`config.mk`:
```
export PLATFORM = sky130hd
export DESIGN_NAME = qbd_pin_ctl
export DESIGN_NICKNAME = d
export VERILOG_FILES = /design/src/rtl/qbd_pkg.sv /design/src/rtl/qbd_sync.sv /design/src/rtl/qbd_byte_ctl.sv /design/src/rtl/qbd_pin_ctl.sv
export SDC_FILE = /design/constraint.sdc
export NUM_CORES = 1
export LEC_CHECK = 0
export BUFFER_PORTS_ARGS = -buffer_cell sky130_fd_sc_hd__buf_2
export CORE_UTILIZATION = 35
export DETAILED_ROUTE_END_ITERATION = 12
export MAX_ROUTING_LAYER = met4
export REMOVE_ABC_BUFFERS = 1
export SETUP_SLACK_MARGIN = 0.05
export SYNTH_ARGS = -nofsm -noshare
export SYNTH_HDL_FRONTEND = slang
export SYNTH_SLANG_ARGS = --single-unit
```
`constraint.sdc`:
```
create_clock -name clk -period 1.2 [get_ports clk]
set_clock_uncertainty 0.2 [all_clocks]
set_input_delay 0.12 -clock clk [delete_from_list [all_inputs] [get_ports clk]]
set_output_delay 0.12 -clock clk [all_outputs]
set_load 0.05 [all_outputs]
```
`src/rtl/qbd_pkg.sv`:
```
package qbd_pkg;
    localparam int BYTE_W = 8;

    typedef enum logic [0:0] {
        BST_IDLE   = 1'b0,
        BST_ACTIVE = 1'b1
    } boost_state_e;
endpackage

```
`src/rtl/qbd_sync.sv`:
```
module qbd_sync #(
    parameter int W = 8
) (
    input  logic         clk,
    input  logic         rst_n,
    input  logic [W-1:0] d,
    output logic [W-1:0] q
);
    logic [W-1:0] stage1_q;
    logic [W-1:0] stage2_q;

    always_ff @(posedge clk) begin
        if (!rst_n) begin
            stage1_q <= '1;
            stage2_q <= '1;
        end else begin
            stage1_q <= d;
            stage2_q <= stage1_q;
        end
    end

    assign q = stage2_q;
endmodule

```
`src/rtl/qbd_byte_ctl.sv`:
```
module qbd_byte_ctl
    import qbd_pkg::*;
#(
    parameter int W = BYTE_W
) (
    input  logic         clk,
    input  logic         rst_n,
    input  logic         upd,
    input  logic [W-1:0] d,
    input  logic         scl_fall,
    output logic [W-1:0] pull_low,
    output logic [W-1:0] weak_pu,
    output logic [W-1:0] boost
);
    boost_state_e st_q, st_d;
    logic [W-1:0] latch_q;
    logic [W-1:0] mask_q;
    logic [W-1:0] rise;

    assign rise = d & ~latch_q;

    // next-state decision
    always_comb begin
        st_d = st_q;
        unique case (st_q)
            BST_IDLE: begin
                if (upd && (|rise)) st_d = BST_ACTIVE;
            end
            BST_ACTIVE: begin
                if (upd)           st_d = (|rise) ? BST_ACTIVE : BST_IDLE;
                else if (scl_fall) st_d = BST_IDLE;
            end
            default: st_d = BST_IDLE;
        endcase
    end

    // state register with latch and boost mask
    always_ff @(posedge clk) begin
        if (!rst_n) begin
            st_q    <= BST_IDLE;
            latch_q <= '1;
            mask_q  <= '0;
        end else begin
            st_q <= st_d;
            if (upd) begin
                latch_q <= d;
                mask_q  <= rise;
            end else if (scl_fall) begin
                mask_q  <= '0;
            end
        end
    end

    // output decode
    always_comb begin
        pull_low = ~latch_q;
        weak_pu  = latch_q;
        boost    = (st_q == BST_ACTIVE) ? mask_q : '0;
    end
endmodule

```
`src/rtl/qbd_pin_ctl.sv`:
```
module qbd_pin_ctl
    import qbd_pkg::*;
#(
    parameter int NUM_BYTES = 6,
    parameter int LANE_W    = BYTE_W
) (
    input  logic                          clk,
    input  logic                          rst_n,
    input  logic [NUM_BYTES*LANE_W-1:0]   latch_d,
    input  logic [NUM_BYTES-1:0]          latch_upd,
    input  logic                          scl_fall,
    input  logic [NUM_BYTES*LANE_W-1:0]   pin_in,
    output logic [NUM_BYTES*LANE_W-1:0]   pull_low_en,
    output logic [NUM_BYTES*LANE_W-1:0]   weak_pu_en,
    output logic [NUM_BYTES*LANE_W-1:0]   boost_pu_en,
    output logic [NUM_BYTES*LANE_W-1:0]   pin_sync
);
    localparam int PINS = NUM_BYTES * LANE_W;

    for (genvar b = 0; b < NUM_BYTES; b++) begin : g_byte
        qbd_byte_ctl #(.W(LANE_W)) i_byte (
            .clk      (clk),
            .rst_n    (rst_n),
            .upd      (latch_upd[b]),
            .d        (latch_d[b*LANE_W +: LANE_W]),
            .scl_fall (scl_fall),
            .pull_low (pull_low_en[b*LANE_W +: LANE_W]),
            .weak_pu  (weak_pu_en[b*LANE_W +: LANE_W]),
            .boost    (boost_pu_en[b*LANE_W +: LANE_W])
        );
    end

    qbd_sync #(.W(PINS)) i_sync (
        .clk   (clk),
        .rst_n (rst_n),
        .d     (pin_in),
        .q     (pin_sync)
    );
endmodule

```
==> summary.md <==
Clock-pin slew was measured on the worst setup and hold paths at 0.08 ns. The critical path contains buffers and inverters numbering 2 combined. The first detailed-routing pass ran for 4 iterations. In this run the worst path has a maximum fanout of 5. Global routing finished with a remaining overflow of 0. In this run, CTS created clock tree buffers numbering 17. The clock drives 198 sinks.

At the worst endpoint, the arrival time is 1.19 ns. At the later pin of the worst-skew pair, clock insertion delay measures 0.43 ns. Input and output buffers added on the ports amount to 296. The worst-path cell with the longest stage delay was sky130_fd_sc_hd__dfxtp_2.

The final reports fail on hold timing, setup timing. The placeable core area was 0.0212 mm^2. The largest incremental delay on the critical path was 0.34 ns. The routed wire length per instance was 16.5 um. Ranked by total cell area, the synthesized netlist is headed by sky130_fd_sc_hd__dfxtp_1 (52%), sky130_fd_sc_hd__nand2b_1 (7.9%), sky130_fd_sc_hd__nor3b_2 (7.9%). Global routing used 20.8% of the available tracks across all layers. The flow ran to the end, but the final reports show violations. TritonCTS built the clock tree. Registers are responsible for 42.4% of the overall power. The layout cell share with drive strength beyond 1 is 56.5%. Relative to the synthesized area, the layout overhead comes to 90.2%. Entering global routing, the biggest net connects 44 pins. The power per cell area was 1170 mW/mm^2.

The most common cell in the synthesized netlist is sky130_fd_sc_hd__dfxtp_1. The count of final hold-check violations came out at 63. For this block, the initial DRC count from the detailed router was 213.

Combinational cells account for 23.5% of the total power. The synthesized netlist occupies a cell area of 0.00765 mm^2. The worst-margin pin slew was 0.456 ns.

The initial cell density of the core is 36.0%. The minimum hold slack is -0.248 ns, and the post-synthesis area per instance is 10.1 um^2. In this run the horizontal extent of the chip is 150 um. The relative contribution of the clock network to total power came out at 34.1%.

The static power due to leakage is 6.21 nW, and the DRC violation count after routing is 0. The number of max-cap violations is 0, and the HPWL after detailed placement is 13400 um. For the worst setup path, the data required time is 0.88 ns.

The signal on the critical path passes through buf_6, and2_4, buf_8. The worst register-to-register path has a setup slack of -0.08 ns. The tools report the final worst slack as -0.312 ns. STA classifies the critical path endpoint as an output port. Net switching is 31.2% of the power. The tools report the final setup TNS as -24.97 ns. After synthesis, the largest area contributor takes up 51.8% of total cell area.

For the I/O pin total, the log shows 297. The root buffer cell is sky130_fd_sc_hd__clkbuf_16. Broken down by cell family, the worst path's largest delay share belongs to flip-flops. In the final design database the tool counted 1360 nets. The number of global-route vias before repair came out at 7180. Setup repair after global routing could not meet its margin everywhere. The tools report the count of H-tree levels built during CTS as 4.

Dividing the final minimum period by the clock period gives 126%. The congestion estimate from routability-driven global placement came to 0.789. Count of endpoints failing setup in the final report: 215. Of all cell types, the one taking the most synthesized area is sky130_fd_sc_hd__dfxtp_1.

The run gives 2 as the number of buffers on the longest clock path. The number of nets with antenna violations after detailed routing is 0, and the area after detailed placement is 0.00952 mm^2. Wire length of the first global-routing pass: 35400 um.

The design area was 0.0145 mm^2. The y dimension of the die is 150 um, and the max-slew violation count is 0. For this block, the via count after detailed routing is 7280. After floorplanning, the core was divided into 53 placement rows.

Wire length after detailed routing: 25500 um. By count the netlist is led by sky130_fd_sc_hd__dfxtp_1 (198), sky130_fd_sc_hd__nand2b_1 (96), sky130_fd_sc_hd__nor2b_1 (94). Path type of the worst setup path: reg2out.

The most used flip-flop cell after synthesis is sky130_fd_sc_hd__dfxtp_1. Dividing the detail-routed via count by the number of cells gives 4.70. The worst path needs 1.51 ns of the cycle, external delays included. The tools report the launching element type of the critical path as a flop.

The fraction of the yosys area taken by sequential cells was 51.8%. The cell-internal power was 11.7 mW. The count of flip-flops with a built-in enable after synthesis is 0.

The cell count after synthesis came out at 760. The worst pin sits at a relative slew slack of 69.5%. The die covers 0.0224 mm^2. The number of different library cells used by synthesis comes to 20. The tools report the initial antenna violation count as 3.

The share of flip-flops with an asynchronous set or reset is 0%. The tightest min-delay check is of the in2reg type. For this run, the top clock speed supported by timing is 661 MHz. The switching component of the power came out at 5.29 mW. The total of flip-flops plus latches after synthesis was 198; the post-route total power was 16.9 mW. For this run, the number of Yosys warnings is 0.

The worst-case IR drop observed on VDD is 0.000897 V.
## kinds of logic (layout without fill, tap and decap cells)
logic type,count (synthesis),after routing,synth area share (%)
buf+inv,100,608,8.05
compound gates,108,108,9.03
simple gates,354,354,31.1
other cells,0,5,0
flops,198,198,51.8
## state kept, by name, indices dropped and copies added, names as in the netlist
| signal | count |
|---|---|
| g_byte.i_byte.mask_q | 48 |
| g_byte.i_byte.st_q | 6 |
| g_byte.i_byte.weak_pu | 48 |
| i_sync.q | 48 |
| i_sync.stage1_q | 48 |
## power by group through the flow
stage	clock, mW	combinational [mW]	sequential [mW]
4_1_cts	5.94	3.59	7.15
6_report	5.79	3.98	7.18
2_1_floorplan	0	0.899	7.77
3_5_place_dp	0	2.52	7.18
5_1_grt	6.25	4.16	7.22
3_3_place_gp	0	2.50	7.17
## layer usage
metal	vias up	GRT usage (%)	part of all wire (%)
met1	3440	21.3	36
met3	83	5.67	5.9
li1	3470	-	-
met2	287	36.7	53
met5	-	-	0
met4	0	9.44	4.5
## placed cells by master (no fill, tap or decap), types with 2 or more instances in the layout
cell and count:
sky130_fd_sc_hd__inv_6 4, sky130_fd_sc_hd__diode_2 5, sky130_fd_sc_hd__nor3_1 2, sky130_fd_sc_hd__a31oi_1 5, sky130_fd_sc_hd__o211ai_1 48, sky130_fd_sc_hd__clkbuf_16 20, sky130_fd_sc_hd__buf_4 89, sky130_fd_sc_hd__nor2b_1 70
sky130_fd_sc_hd__inv_12 2, sky130_fd_sc_hd__nor3b_2 45, sky130_fd_sc_hd__nor4_2 5, sky130_fd_sc_hd__inv_4 41, sky130_fd_sc_hd__nor2b_2 10, sky130_fd_sc_hd__and2_1 19, sky130_fd_sc_hd__dlygate4sd3_1 110, sky130_fd_sc_hd__dfxtp_2 59
sky130_fd_sc_hd__dfxtp_4 43, sky130_fd_sc_hd__nand2b_1 96, sky130_fd_sc_hd__nor3_2 4, sky130_fd_sc_hd__clkinv_4 2, sky130_fd_sc_hd__and2_4 29, sky130_fd_sc_hd__buf_2 97, sky130_fd_sc_hd__inv_2 7, sky130_fd_sc_hd__nor3b_4 3
sky130_fd_sc_hd__o21ai_0 2, sky130_fd_sc_hd__a41oi_1 5, sky130_fd_sc_hd__a21oi_2 5, sky130_fd_sc_hd__clkinv_8 6, sky130_fd_sc_hd__a21oi_1 37, sky130_fd_sc_hd__nand2_1 54, sky130_fd_sc_hd__buf_6 43, sky130_fd_sc_hd__o21ai_1 4
sky130_fd_sc_hd__dlymetal6s4s_1 3, sky130_fd_sc_hd__nor2b_4 16, sky130_fd_sc_hd__buf_12 19, sky130_fd_sc_hd__dfxtp_1 96, sky130_fd_sc_hd__buf_8 164
## final cells by class
type	instances	area, um^2
Antenna cell	5	12.5
Inverter	48	283
Sequential cell	198	4200
Multi-Input combinational cell	462	3400
Tap cell	275	344
Timing Repair Buffer	528	5690
Clock buffer	18	429
Fill cell	1436	6680
Clock inverter	14	183
## path summary, 6_finish.rpt
check | start | endpoint | depth (start not counted)
hold / removal | rst_n | i_sync.stage1_q[32]$_SDFF_PN1_ | 2
hold reg to reg | i_sync.stage1_q[16]$_SDFF_PN1_ | i_sync.q[16]$_SDFF_PN1_ | 1
setup reg to reg | g_byte[5].i_byte.weak_pu[7]$_SDFFE_PN1P_ | g_byte[5].i_byte.st_q$_SDFF_PN0_ | 4
setup / recovery | g_byte[2].i_byte.st_q$_SDFF_PN0_ | boost_pu_en[19] | 3
## metrics by stage
stage,util (%),instances,setup WS [ns]
global placement,44.9,1320,-0.0248
floorplan,-,708,-0.402
detailed placement,44.9,1320,-0.0259
CTS,63.9,1501,-0.336
global route,68.5,1546,-0.365
finish,68.5,1548,-0.312
## what timing repair did
action | CTS | global route
pin swaps | 20 | 32
hold buffers | 103 | 25
buffers inserted | 46 | 34
gates cloned | 0 | 3
gates resized for setup | 736 | 174
setup endpoints to repair | 198 | 257
endpoints found under the hold margin | 164 | 86
Power figures use the tool's default switching activity.
